--- src/rtl/mlp7_pkg.sv ---
package mlp7_pkg;
  localparam int unsigned NUM_SW   = 6;
  localparam int unsigned NUM_BAND = 6;

  typedef logic signed [2:0] level_t;
  typedef logic [NUM_SW-1:0] gate_t;

  // bit i drives switch i+1; bit 5 positive polarity, bit 3 negative polarity
  function automatic gate_t level_to_gates(level_t lv);
    gate_t g;
    case (lv)
      3'b001:  g = 6'b100010;
      3'b010:  g = 6'b100001;
      3'b011:  g = 6'b100100;
      3'b111:  g = 6'b001001;
      3'b110:  g = 6'b001010;
      3'b101:  g = 6'b011000;
      default: g = 6'b000000;
    endcase
    return g;
  endfunction
endpackage

--- src/rtl/mlp7_carrier_cnt.sv ---
module mlp7_carrier_cnt #(
  parameter int unsigned CNT_W = 12
) (
  input  logic             clk_i,
  input  logic             rst_ni,
  input  logic             en_i,
  input  logic [CNT_W-1:0] per_i,
  output logic [CNT_W-1:0] cnt_o,
  output logic             peak_o
);
  logic [CNT_W-1:0] cnt_q;
  logic             up_q;

  always_ff @(posedge clk_i or negedge rst_ni) begin
    if (!rst_ni) begin
      cnt_q <= '0;
      up_q  <= 1'b1;
    end else if (!en_i) begin
      cnt_q <= '0;
      up_q  <= 1'b1;
    end else if (up_q) begin
      if (cnt_q >= per_i) begin
        up_q  <= 1'b0;
        cnt_q <= cnt_q - 1'b1;
      end else begin
        cnt_q <= cnt_q + 1'b1;
      end
    end else if (cnt_q == '0) begin
      up_q  <= 1'b1;
      cnt_q <= cnt_q + 1'b1;
    end else begin
      cnt_q <= cnt_q - 1'b1;
    end
  end

  assign cnt_o  = cnt_q;
  assign peak_o = up_q && (cnt_q >= per_i);
endmodule

--- src/rtl/mlp7_band_cmp.sv ---
module mlp7_band_cmp
  import mlp7_pkg::*;
#(
  parameter int unsigned REF_W = 16,
  parameter int unsigned CNT_W = 12
) (
  input  logic signed [REF_W-1:0] ref_i,
  input  logic        [CNT_W-1:0] cnt_i,
  input  logic        [CNT_W-1:0] per_i,
  input  logic                    mode_i,
  output level_t                  level_o
);
  localparam int unsigned CW = ((REF_W > CNT_W + 3) ? REF_W : CNT_W + 3) + 2;

  logic signed [CW-1:0] ref_s, per_s, cnt_s, ref_u;
  logic [NUM_BAND-1:0]  hit;
  logic [2:0]           n_hit;
  logic signed [3:0]    lv4;

  assign ref_s = CW'(ref_i);
  assign per_s = $signed(CW'(per_i));
  assign cnt_s = $signed(CW'(cnt_i));
  assign ref_u = ref_s + per_s + per_s + per_s;

  for (genvar k = 0; k < NUM_BAND; k++) begin : g_band
    localparam logic signed [CW-1:0] KS  = CW'(k);
    localparam bit                   ODD = (k % 2) == 1;
    logic                 inv;
    logic signed [CW-1:0] ofs, car;
    assign inv    = mode_i | ODD;
    assign ofs    = inv ? (per_s - cnt_s) : cnt_s;
    assign car    = per_s * KS + ofs;
    assign hit[k] = ref_u > car;
  end

  always_comb begin
    n_hit = '0;
    for (int i = 0; i < NUM_BAND; i++) n_hit = n_hit + {2'b00, hit[i]};
  end

  assign lv4     = $signed({1'b0, n_hit}) - 4'sd3;
  assign level_o = lv4[2:0];
endmodule

--- src/rtl/mlp7_gate_seq.sv ---
module mlp7_gate_seq
  import mlp7_pkg::*;
#(
  parameter int unsigned DT_W = 8
) (
  input  logic            clk_i,
  input  logic            rst_ni,
  input  logic            en_i,
  input  gate_t           target_i,
  input  logic [DT_W-1:0] dead_i,
  output gate_t           gate_o,
  output logic            overlap_o
);
  gate_t           gate_q, last_q;
  logic [DT_W-1:0] dt_q;

  always_ff @(posedge clk_i or negedge rst_ni) begin
    if (!rst_ni) begin
      gate_q <= '0;
      last_q <= '0;
      dt_q   <= '0;
    end else if (!en_i) begin
      gate_q <= '0;
      last_q <= '0;
      dt_q   <= '0;
    end else if (target_i != last_q) begin
      gate_q <= '0;
      last_q <= target_i;
      dt_q   <= dead_i;
    end else if (dt_q != '0) begin
      gate_q <= '0;
      dt_q   <= dt_q - 1'b1;
    end else begin
      gate_q <= last_q;
    end
  end

  assign gate_o    = gate_q;
  assign overlap_o = $countones(gate_q) > 2;
endmodule

--- src/rtl/mlp7_gate_gen.sv ---
module mlp7_gate_gen
  import mlp7_pkg::*;
#(
  parameter int unsigned REF_W = 16,
  parameter int unsigned CNT_W = 12,
  parameter int unsigned DT_W  = 8
) (
  input  logic                    clk_i,
  input  logic                    rst_ni,
  input  logic                    en_i,
  input  logic                    mode_i,
  input  logic        [CNT_W-1:0] period_i,
  input  logic        [DT_W-1:0]  dead_i,
  input  logic signed [REF_W-1:0] ref_i,
  output logic        [5:0]       gate_o,
  output logic signed [2:0]       level_o,
  output logic                    overlap_o
);
  logic        [CNT_W-1:0] per_eff, cnt;
  logic                    peak;
  logic signed [REF_W-1:0] ref_q;
  level_t                  lvl_c, lvl_q;
  gate_t                   target;

  assign per_eff = (period_i == '0) ? CNT_W'(1) : period_i;

  mlp7_carrier_cnt #(.CNT_W(CNT_W)) u_cnt (
    .clk_i (clk_i),
    .rst_ni(rst_ni),
    .en_i  (en_i),
    .per_i (per_eff),
    .cnt_o (cnt),
    .peak_o(peak)
  );

  // reference held for a whole carrier period
  always_ff @(posedge clk_i or negedge rst_ni) begin
    if (!rst_ni)    ref_q <= '0;
    else if (!en_i) ref_q <= '0;
    else if (peak)  ref_q <= ref_i;
  end

  mlp7_band_cmp #(.REF_W(REF_W), .CNT_W(CNT_W)) u_cmp (
    .ref_i  (ref_q),
    .cnt_i  (cnt),
    .per_i  (per_eff),
    .mode_i (mode_i),
    .level_o(lvl_c)
  );

  assign target = level_to_gates(lvl_c);

  always_ff @(posedge clk_i or negedge rst_ni) begin
    if (!rst_ni)    lvl_q <= '0;
    else if (!en_i) lvl_q <= '0;
    else            lvl_q <= lvl_c;
  end
  assign level_o = lvl_q;

  mlp7_gate_seq #(.DT_W(DT_W)) u_seq (
    .clk_i    (clk_i),
    .rst_ni   (rst_ni),
    .en_i     (en_i),
    .target_i (target),
    .dead_i   (dead_i),
    .gate_o   (gate_o),
    .overlap_o(overlap_o)
  );
endmodule

--- config.mk ---
export PLATFORM = sky130hd
export DESIGN_NAME = mlp7_gate_gen
export DESIGN_NICKNAME = d
export VERILOG_FILES = /design/src/rtl/mlp7_pkg.sv /design/src/rtl/mlp7_carrier_cnt.sv /design/src/rtl/mlp7_band_cmp.sv /design/src/rtl/mlp7_gate_seq.sv /design/src/rtl/mlp7_gate_gen.sv
export SDC_FILE = /design/constraint.sdc
export NUM_CORES = 1
export LEC_CHECK = 0
export ABC_AREA = 0
export BUFFER_PORTS_ARGS = -buffer_cell sky130_fd_sc_hd__buf_2
export CAP_MARGIN = 10
export CORE_MARGIN = 3
export CORE_UTILIZATION = 58
export DETAILED_ROUTE_END_ITERATION = 7
export PLACE_DENSITY = 0.76
export SKIP_CTS_REPAIR_TIMING = 1
export SYNTH_ARGS = -nofsm -noshare
export SYNTH_HDL_FRONTEND = slang
export SYNTH_SLANG_ARGS = --single-unit
export TNS_END_PERCENT = 10
--- constraint.sdc ---
create_clock -name clk_i -period 8.4 [get_ports clk_i]
set_input_delay 1.26 -clock clk_i [delete_from_list [all_inputs] [get_ports clk_i]]
set_output_delay 1.26 -clock clk_i [all_outputs]
set_load 0.03 [all_outputs]
==> results.yml <==
worst_hold_path:
  hold_path_class: "register to register"
worst_setup_path:
  r2r-start: "ref_q[0]"
  critPathKind: "input port to register"
  r2r_end: "u_seq.dt_q[0]"
  crit_start: "period_i[11]"
  crit_path_end: "u_seq.dt_q[0]"
  slowest_delay_ns: 0.66
  cp-start-kind: "input port"
  cp-end-kind: "register"
  ff2ff_setup_slack_ns: 0.18
  path_max_fanout: 7
  slowest_stage: "fa_2"
  r2r_cells: 39
  required_ns: 8.63
  cp_data_arrival_time_ns: 10.00
  critPathMostFrequentCell: "inv_2"
synth:
  synth_compound_area_frac: 0.2056
  synthAdderAreaFrac: 0.3039
  synth-simple-area-share: 0.1920
  synthArstFlopShare: 1.000
  synth_area_mm2: 0.01084
  syn_avg_cell_area_um2: 8.015
  synth-edff-count: 0
  ys_types: 81
  ys_seq_area_frac: 0.1202
  yosysTopAreaCellShare: 0.2725
  yosys.area.top_type: "ha_1"
  ys_seq_elements: 52
  synthCells: 1352
  synth_top_family_by_area: "adder cells"
  synth_ff_type: "dfrtp_1"
  ys_top_cells_by_area: "ha_1 27%, dfrtp_1 12%, xnor2_1 6.9%"
  synthMuxAreaShare: 0.02736
  synth_xor_area_frac: 0.1084
  syn_nets: 1641
  synth_warnings: 0
clock_tree:
  cts_made_buffers: 5
  h-tree-depth: 2
  clock_latency_ns: 0.31
  clk_pin_slew_ns: 0.08
  cts-root-buf: "clkbuf_16"
  clockBufferDepth: 2
  cts_tree: "done"
  clkSinkCount: 52
run_status:
  status: "finished with violations"
  violations: "setup timing"
timing:
  finalSetupViolations: 22
  clock.fmax_mhz: 102.3
  setup_ws_ns: -1.372
  rsz0062_at_grt: "yes"
  whs_ns: 0.5357
  hold_viol: 0
  finClkSkew_ns: 0.01138
  period_needed_ns: 9.772
  maxSlewHeadroom: 0.2554
  finalSetupTns_ns: -22.31
  tightest_slew_ns: 1.117
  drv_slew: 0
  finalCritPeriodShare: 1.163
drt:
  routed_wl_mm: 37.80
  dr.first_iter.drc_count: 904
  via_per_inst: 6.066
  wl_per_cell_um: 18.89
  ant_nets: 0
  vias: 12140
  drtPass1Iterations: 7
  drc: 0
placed_design:
  place_congestion: 0.9625
  post-dp-hpwl_mm: 29.79
  io_buffer_count: 49
  dp_cells: 1986
cells_and_area:
  final_nets: 2060
  drive_above_1_share: 0.3392
  n_antenna_cell: 0
  layout.cells.non_filler: 2001
  areaGrowthSynthToFinish_pct: 38.71
grt:
  grt_remaining_overflow: 0
  grt_use_total: 0.3441
  grt_pass1_wl_mm: 56.99
  grt_pass1_vias: 11650
  antenna_found_initial: 1
  grt_max_degree: 53
floorplanning:
  core_area_mm2: 0.01815
  ios: 50
  die_x_um: 142.7
  placementRows: 49
  die_h_um: 142.7
  die_area_mm2: 0.02036
  initial_utilization: 0.5971
run:
  maxCapViolCount: 0
how the worst min path moves through the flow:
stage / slack [ns] / end / depth (start not counted) / from
floorplan: 0.47 / u_seq.gate_o[4] / 1 / u_seq.last_q[4]
global placement: 0.51 / u_seq.gate_o[4] / 1 / u_seq.last_q[4]
detailed placement: 0.51 / u_seq.gate_o[4] / 1 / u_seq.last_q[4]
CTS: 0.53 / u_seq.gate_o[4] / 1 / u_seq.last_q[4]
global route: 0.57 / u_seq.gate_o[4] / 1 / u_seq.last_q[4]
finish: 0.54 / u_seq.dt_q[1] / 2 / u_seq.dt_q[1]
layout make-up:
cell class	instances	area, um2
timing repair buffer	434	3147
clock buffer	5	125.1
tap	229	286.5
multi-input combinational	1179	9729
fill	1052	3115
inverter	99	414.1
sequential	52	1303
clock inverter	3	27.53
flip-flops by register name, indices dropped and copies added (netlist names):
| register | count |
|---|---|
| u_cnt.up_q | 1 |
| u_seq.dt_q | 8 |
| u_seq.gate_o | 6 |
| ref_q | 16 |
| u_seq.last_q | 6 |
| u_cnt.cnt_o | 12 |
| level_o | 3 |
per-layer routing:
metal	wire length (um)	vias to the layer above	global-route usage
met1	15030	5710	0.4348
met5	12	-	0
li1	-	5701	-
met3	2596	184	0.04019
met4	2216	2	0.1126
met2	17950	542	0.6100
cells in the mapped netlist, types with 15 or more instances:
master and instances:
ha_1 236, nor2_1 137, a21oi_1 113, inv_1 96, xnor2_1 85, nand2_1 75
o21ai_0 65, dfrtp_1 51, xor2_1 41, nor2b_1 36, a21o_1 35, nor3_1 31
mux2i_1 27, o21a_1 27, nand2b_1 22, nand4_1 21, nand3_1 18, clkbuf_1 17
or2_2 15
metrics by stage:
stage / setup slack, ns / area (um2) / utilization
finish: -1.372 / 15030 / 0.8283
global route: -1.732 / 15030 / 0.8283
CTS: -1.400 / 14530 / 0.8008
detailed placement: -1.645 / 14380 / 0.7924
global placement: -1.196 / 14380 / 0.7924
floorplan: -0.7827 / 11140 / -
critical path: cells and delay by family:
family                     cells  cell delay, ns
and+or+nand+nor               10            1.50
buffers and inverters         10            1.00
adders and majority gates     11            3.59
AOI/OAI and AO/OA             12            2.08
xor gates and xnor gates       2            0.52
cells by family (layout without fill, tap and decap cells):
family / count (synthesis) / count (layout)
simple gates: 420 / 420
compound gates: 344 / 344
fa+ha+maj: 257 / 257
xor+xnor: 129 / 129
buf+inv: 121 / 541
flops: 52 / 52
mux: 29 / 29
cells in the final DEF (no fill, tap or decap), types with 10 or more instances in the layout:
| cell | n |
|---|---|
| o21ai_2 | 11 |
| nor2_1 | 124 |
| nand2_1 | 74 |
| nand3_1 | 17 |
| and2_1 | 14 |
| nor2b_1 | 33 |
| a21o_1 | 35 |
| dfrtp_1 | 51 |
| nand4_1 | 21 |
| ha_1 | 218 |
| o21ai_1 | 11 |
| o21bai_1 | 10 |
| buf_2 | 49 |
| xor2_1 | 40 |
| nand2b_1 | 20 |
| a21oi_2 | 22 |
| nor3_1 | 29 |
| inv_1 | 83 |
| or2_2 | 15 |
| mux2i_1 | 27 |
| nor2_2 | 10 |
| o21a_1 | 26 |
| a31oi_1 | 10 |
| ha_4 | 14 |
| xnor2_1 | 79 |
| nor4_1 | 10 |
| buf_4 | 382 |
| o21ai_0 | 41 |
| o211ai_1 | 14 |
| a21oi_1 | 90 |
Power is left out: the tool's default activity adds up to more than one toggle a clock period on the data nets, which glitch-free logic cannot reach.
